## config.mk

```make
export PLATFORM = sky130hd
export DESIGN_NAME = pwr_mode_seq
export DESIGN_NICKNAME = d
export VERILOG_FILES = /design/src/rtl/pwr_mode_pkg.sv /design/src/rtl/pwr_wake_qual.sv /design/src/rtl/pwr_mode_fsm.sv /design/src/rtl/pwr_gate_dec.sv /design/src/rtl/pwr_mode_seq.sv
export SDC_FILE = /design/constraint.sdc
export NUM_CORES = 1
export LEC_CHECK = 0
export ABC_AREA = 0
export BUFFER_PORTS_ARGS = -buffer_cell sky130_fd_sc_hd__buf_4
export CAP_MARGIN = 20
export CORE_AREA = 2 2 39 41
export CTS_BUF_LIST = sky130_fd_sc_hd__clkbuf_8
export DETAILED_ROUTE_END_ITERATION = 7
export DIE_AREA = 0 0 41 43
export PLACE_DENSITY = 0.69
export SYNTH_ARGS = -nofsm -noshare
export SYNTH_HDL_FRONTEND = slang
export SYNTH_SLANG_ARGS = --single-unit
```

## constraint.sdc

```tcl
create_clock -name clk -period 1.84 [get_ports clk]
set_input_delay 0.092 -clock clk [delete_from_list [all_inputs] [get_ports clk]]
set_output_delay 0.092 -clock clk [all_outputs]
set_load 0.005 [all_outputs]
```

## src/rtl/pwr_mode_pkg.sv

```systemverilog
package pwr_mode_pkg;
  typedef enum logic [1:0] {
    PM_RUN  = 2'd0,
    PM_IDLE = 2'd1,
    PM_STOP = 2'd2
  } pm_state_t;

  localparam int MODE_W        = 2;
  localparam int MODE_IDLE_BIT = 0;
  localparam int MODE_STOP_BIT = 1;
endpackage

```

## src/rtl/pwr_wake_qual.sv

```systemverilog
module pwr_wake_qual
  import pwr_mode_pkg::*;
#(
  parameter int N_INT = 3,
  parameter int N_EXT = 2
) (
  input  pm_state_t        state,
  input  logic [N_INT-1:0] irq_int,
  input  logic [N_EXT-1:0] irq_ext,
  input  logic             irq_rtc,
  input  logic             pf_irq,
  input  logic             pf_rst,
  input  logic             refkeep,
  output logic             wake
);
  logic any_int;
  logic any_ext;
  logic any_pf;

  assign any_int = |irq_int;
  assign any_ext = |irq_ext;
  assign any_pf  = pf_irq | pf_rst;

  // Clocked sources can only wake from Idle; Stop accepts asynchronous ones,
  // plus power-fail events when the reference is kept alive.
  always_comb begin
    unique case (state)
      PM_IDLE: wake = any_int | any_ext | irq_rtc | any_pf;
      PM_STOP: wake = any_ext | irq_rtc | (refkeep & any_pf);
      default: wake = 1'b0;
    endcase
  end
endmodule

```

## src/rtl/pwr_mode_fsm.sv

```systemverilog
module pwr_mode_fsm
  import pwr_mode_pkg::*;
(
  input  logic              clk,
  input  logic              rst_n,
  input  logic              pwr_wr,
  input  logic [MODE_W-1:0] pwr_wdata,
  input  logic              wake,
  output pm_state_t         state,
  output logic [MODE_W-1:0] mode_q,
  output logic              wake_pulse
);
  pm_state_t         state_q, state_d;
  logic [MODE_W-1:0] mode_d;
  logic              pulse_d;
  logic              upd_en;

  always_comb begin
    state_d = state_q;
    mode_d  = mode_q;
    pulse_d = 1'b0;
    unique case (state_q)
      PM_RUN: begin
        if (pwr_wr) begin
          if (pwr_wdata[MODE_STOP_BIT]) begin
            state_d = PM_STOP;
            mode_d  = pwr_wdata;
          end else if (pwr_wdata[MODE_IDLE_BIT]) begin
            state_d = PM_IDLE;
            mode_d  = pwr_wdata;
          end
        end
      end
      PM_IDLE, PM_STOP: begin
        if (wake) begin
          state_d = PM_RUN;
          mode_d  = '0;
          pulse_d = 1'b1;
        end
      end
      default: begin
        state_d = PM_RUN;
        mode_d  = '0;
      end
    endcase
  end

  assign upd_en = (state_d != state_q) || (mode_d != mode_q);

  always_ff @(posedge clk or negedge rst_n) begin
    if (!rst_n) begin
      state_q <= PM_RUN;
      mode_q  <= '0;
    end else if (upd_en) begin
      state_q <= state_d;
      mode_q  <= mode_d;
    end
  end

  always_ff @(posedge clk or negedge rst_n) begin
    if (!rst_n) wake_pulse <= 1'b0;
    else        wake_pulse <= pulse_d;
  end

  assign state = state_q;
endmodule

```

## src/rtl/pwr_gate_dec.sv

```systemverilog
module pwr_gate_dec
  import pwr_mode_pkg::*;
(
  input  pm_state_t state,
  input  logic      refkeep,
  output logic      cpu_clk_en,
  output logic      periph_clk_en,
  output logic      osc_en,
  output logic      ref_en
);
  logic in_stop;

  assign in_stop       = (state == PM_STOP);
  assign cpu_clk_en    = (state == PM_RUN);
  assign periph_clk_en = !in_stop;
  assign osc_en        = !in_stop;
  assign ref_en        = !in_stop || refkeep;
endmodule

```

## src/rtl/pwr_mode_seq.sv

```systemverilog
module pwr_mode_seq
  import pwr_mode_pkg::*;
#(
  parameter int N_INT   = 3,
  parameter int N_EXT   = 2,
  parameter int SYNC_FF = 2
) (
  input  logic             clk,
  input  logic             rst_n,
  input  logic             pwr_wr,
  input  logic [1:0]       pwr_wdata,
  input  logic             xcfg_wr,
  input  logic             xcfg_wdata,
  input  logic [N_INT-1:0] irq_int,
  input  logic [N_EXT-1:0] irq_ext,
  input  logic             irq_rtc,
  input  logic             pf_irq,
  input  logic             pf_rst,
  output logic             cpu_clk_en,
  output logic             periph_clk_en,
  output logic             osc_en,
  output logic             ref_en,
  output logic             wake_pulse,
  output logic [1:0]       mode_q,
  output logic             refkeep_q
);
  // Reset: asserted asynchronously, released after SYNC_FF clock edges.
  logic [SYNC_FF-1:0] rst_pipe;
  logic               rst_sync_n;

  always_ff @(posedge clk or negedge rst_n) begin
    if (!rst_n) rst_pipe <= '0;
    else        rst_pipe <= {rst_pipe[SYNC_FF-2:0], 1'b1};
  end
  assign rst_sync_n = rst_pipe[SYNC_FF-1];

  pm_state_t state;
  logic      wake;
  logic      refkeep_d;
  logic      refkeep_en;

  // Configuration bit: only writable while the CPU runs.
  assign refkeep_en = xcfg_wr && (state == PM_RUN);
  assign refkeep_d  = xcfg_wdata;

  always_ff @(posedge clk or negedge rst_sync_n) begin
    if (!rst_sync_n)     refkeep_q <= 1'b0;
    else if (refkeep_en) refkeep_q <= refkeep_d;
  end

  pwr_wake_qual #(.N_INT(N_INT), .N_EXT(N_EXT)) u_qual (
    .state   (state),
    .irq_int (irq_int),
    .irq_ext (irq_ext),
    .irq_rtc (irq_rtc),
    .pf_irq  (pf_irq),
    .pf_rst  (pf_rst),
    .refkeep (refkeep_q),
    .wake    (wake)
  );

  pwr_mode_fsm u_fsm (
    .clk        (clk),
    .rst_n      (rst_sync_n),
    .pwr_wr     (pwr_wr),
    .pwr_wdata  (pwr_wdata),
    .wake       (wake),
    .state      (state),
    .mode_q     (mode_q),
    .wake_pulse (wake_pulse)
  );

  pwr_gate_dec u_dec (
    .state         (state),
    .refkeep       (refkeep_q),
    .cpu_clk_en    (cpu_clk_en),
    .periph_clk_en (periph_clk_en),
    .osc_en        (osc_en),
    .ref_en        (ref_en)
  );
endmodule

```

==> run summary <==
adder-cell share of the synthesized area -> 11.0%
Hold Path Class -> register to async pin
die width -> 41 um
# diodes -> 0
Rows -> 14
Cells after Synth -> 44
Tmin final -> 1.47 ns
worst skew pair latency -> 0.22 ns
Placed Area -> 633 um2
share of post-route cells with drive strength above 1 -> 40.6%
Pint -> 0.606 mW
number of global-route vias before repair -> 381
CTS tree -> built
CP cell instances -> inv_1, ha_1, nor2b_1, a31oi_1, o21ai_1
Netlist cell types -> 21
top cells by count, synth -> dfrtp_1 (8), inv_1 (5), ha_1 (4), o21ai_1 (4), a21oi_1 (3)
Pre-antenna DRT Iters -> 4
Chip Height -> 43 um
R2R Setup Slk -> 0.37 ns
Total GRT Usage -> 11.7%
FF-to-FF path depth -> 5
post-synthesis register bit count -> 8
CP peak stage delay -> 0.39 ns
CTS HTree Levels -> 1
RR Startpoint -> u_fsm.state[0]
Synth Area in Compound Gates -> 22.8%
highest-delay cell along the critical path -> dfrtp_1
GPL Wtd Cong -> 0.752
ys flop type -> dfrtp_1
drc violations -> 0
final instance area -> 684 um2
final-report max-slew violation count -> 0
first-pass GRT wire length -> 1.37 mm
post-synthesis xor/xnor area fraction -> 0%
CP Launch Type -> register
TritonCTS buffer count -> 3
maxcap violations -> 0
largest net degree at the start of global routing -> 7
initial antenna violation count -> 0
Req. time, crit path -> 1.94 ns
DR vias/cell -> 4.72
CTS sink cnt -> 8
count of boundary I/O pins -> 23
proportion of synthesized area in mux cells -> 2.47%
crit end category -> register
fin crit share -> 79.8%
Final Hold Fails -> 0
nets -> 90
HPWL Detailed -> 799 um
Seq pwr share -> 30.3%
TNS Setup -> 0 ns
Synth Area in Simple Gates -> 13.2%
Max FO, Critical Path -> 4
CTS max path bufs -> 2
Worst Skew -> 0.00103 ns
Net Switching -> 0.304 mW
final WL -> 906 um
syn_area_per_cell -> 10.4 um2
FF-to-FF End -> u_fsm.mode_q[1]
Root Driver -> clkbuf_8
IO Port Bufs -> 22
Synth Cell Area -> 455 um2
Initial Util -> 32.9%
CP arrival -> 1.56 ns
postcts setup bufs -> 0
top-count cell post-synth -> dfrtp_1
largest family of logic cells by synthesized area -> compound AO/OA/AOI/OAI gates
sequential area share after synthesis -> 44.0%
synthesized net count -> 63
global route overflow -> 0
P per Cell Area -> 1330 nW/um2
Warnings, synthesis -> 0
crit path from -> u_fsm.state[0]
routed via count -> 401
Worst Setup Path Type -> register to register
Die ar. -> 1760 um2
clock power share -> 21.8%
Final Setup Violations -> 0
Gate power share -> 48.0%
EDFF count, synth -> 0
post-route ant nets -> 0
cell taking the most area after synthesis -> dfrtp_1
sw frac -> 33.4%
FMAX -> 0.681 GHz
core footprint -> 1380 um2
Leakage -> 0.329 nW
area delta synth->final -> 50.3%
Post-synth ARST share -> 100%
Synth top area share -> 44.0%
Synth area leaders -> dfrtp_1 (44%), ha_1 (11%), o41ai_4 (6.0%)
clock-pin slew on the worst setup and hold paths -> 0.04 ns
drt wl/cell -> 10.7 um
outcome -> finished, final reports clean
DRT iter0 DRCs -> 4
RSZ-0062 raised after global routing -> no
VDD IR-drop max -> 0.000542 V
==> through the flow <==
stage	hold slack [ns]	utilization [%]	setup slack, ns	total power [mW]	cells
after floorplan	-0.204	-	0.587	0.529	44
after global placement	-0.125	45.8	0.425	0.708	81
after detailed placement	-0.125	45.8	0.400	0.715	81
after CTS	0.0975	49.5	0.393	0.922	85
after global routing	0.109	49.5	0.344	0.981	85
final	0.0854	49.5	0.372	0.910	85
==> cells by family (layout without fill, tap and decap cells) <==
group / Yosys count / count (layout)
simple gates: 10 / 10
compound gates: 14 / 14
other cells: 1 / 1
mux: 1 / 1
fa+ha+maj: 4 / 4
flops: 8 / 8
buf+inv: 6 / 31
==> flip-flops by register name, indices dropped and copies added, names as in the netlist <==
register          flops
u_fsm.wake_pulse      1
u_fsm.state           2
refkeep_q             1
u_fsm.mode_q          2
rst_pipe              2
==> final cells by class <==
| type | instances | area (um2) |
|---|---|---|
| Clock buffer | 3 | 41.3 |
| Fill cell | 140 | 699 |
| Inverter | 5 | 18.8 |
| Multi-Input combinational cell | 30 | 229 |
| Sequential cell | 8 | 200 |
| Tap cell | 16 | 20.0 |
| Timing Repair Buffer | 23 | 175 |
==> worst max-delay path by stage <==
stage                       to  cells after the start  slack, ns
2_1_floorplan  u_fsm.mode_q[1]                      5       0.59
3_3_place_gp   u_fsm.mode_q[1]                      5       0.42
3_5_place_dp   u_fsm.mode_q[1]                      5       0.40
4_1_cts        u_fsm.mode_q[1]                      5       0.39
5_1_grt        u_fsm.mode_q[1]                      5       0.34
6_report       u_fsm.mode_q[1]                      5       0.37
==> placed cells by master (no fill, tap or decap) <==
cell and instances:
a21boi_0 1, a21oi_1 3, a31oi_1 1, a32oi_1 1
buf_4 22, clkbuf_8 3, conb_1 1, dfrtp_1 8
dlygate4sd3_1 1, ha_1 4, inv_1 5, mux2_2 1
nand2_1 2, nand2b_1 2, nand3_1 2, nor2b_1 2
o21a_1 1, o21ai_0 1, o21ai_1 4, o22ai_1 1
o41ai_4 1, or3_1 1, or3_4 1
==> what timing repair did <==
action | CTS | global route
hold endpoints to repair | 2 | 0
hold buffers | 1 | 0
gates resized for setup | 0 | 0
setup endpoints to repair | 0 | 0
==> power groups by stage <==
| stage | Sequential, mW | Clock, mW | Combinational, mW |
|---|---|---|---|
| floorplan | 0.271 | 0 | 0.257 |
| global placement | 0.276 | 0 | 0.431 |
| detailed placement | 0.278 | 0 | 0.437 |
| CTS | 0.276 | 0.206 | 0.440 |
| global route | 0.284 | 0.213 | 0.484 |
| finish | 0.275 | 0.198 | 0.436 |
==> metal layers <==
layer  GRT usage [%]  wire length (um)  part of all wire [%]
met5               0                 0                     0
met1            10.8               327                    36
met2            21.3               514                    57
met4            8.00                 8                  0.88
met3            1.57                57                   6.3
==> worst max-delay path: cells and delay by family, from the launching register on <==
kind,cells,cell delay (ns)
buffers and inverters,1,0.11
AO/OA/AOI/OAI,2,0.37
adder cells (fa/ha/maj),1,0.32
flip-flops,1,0.39
AND/OR/NAND/NOR,1,0.15
No activity file was read; power rests on OpenSTA's default activity.
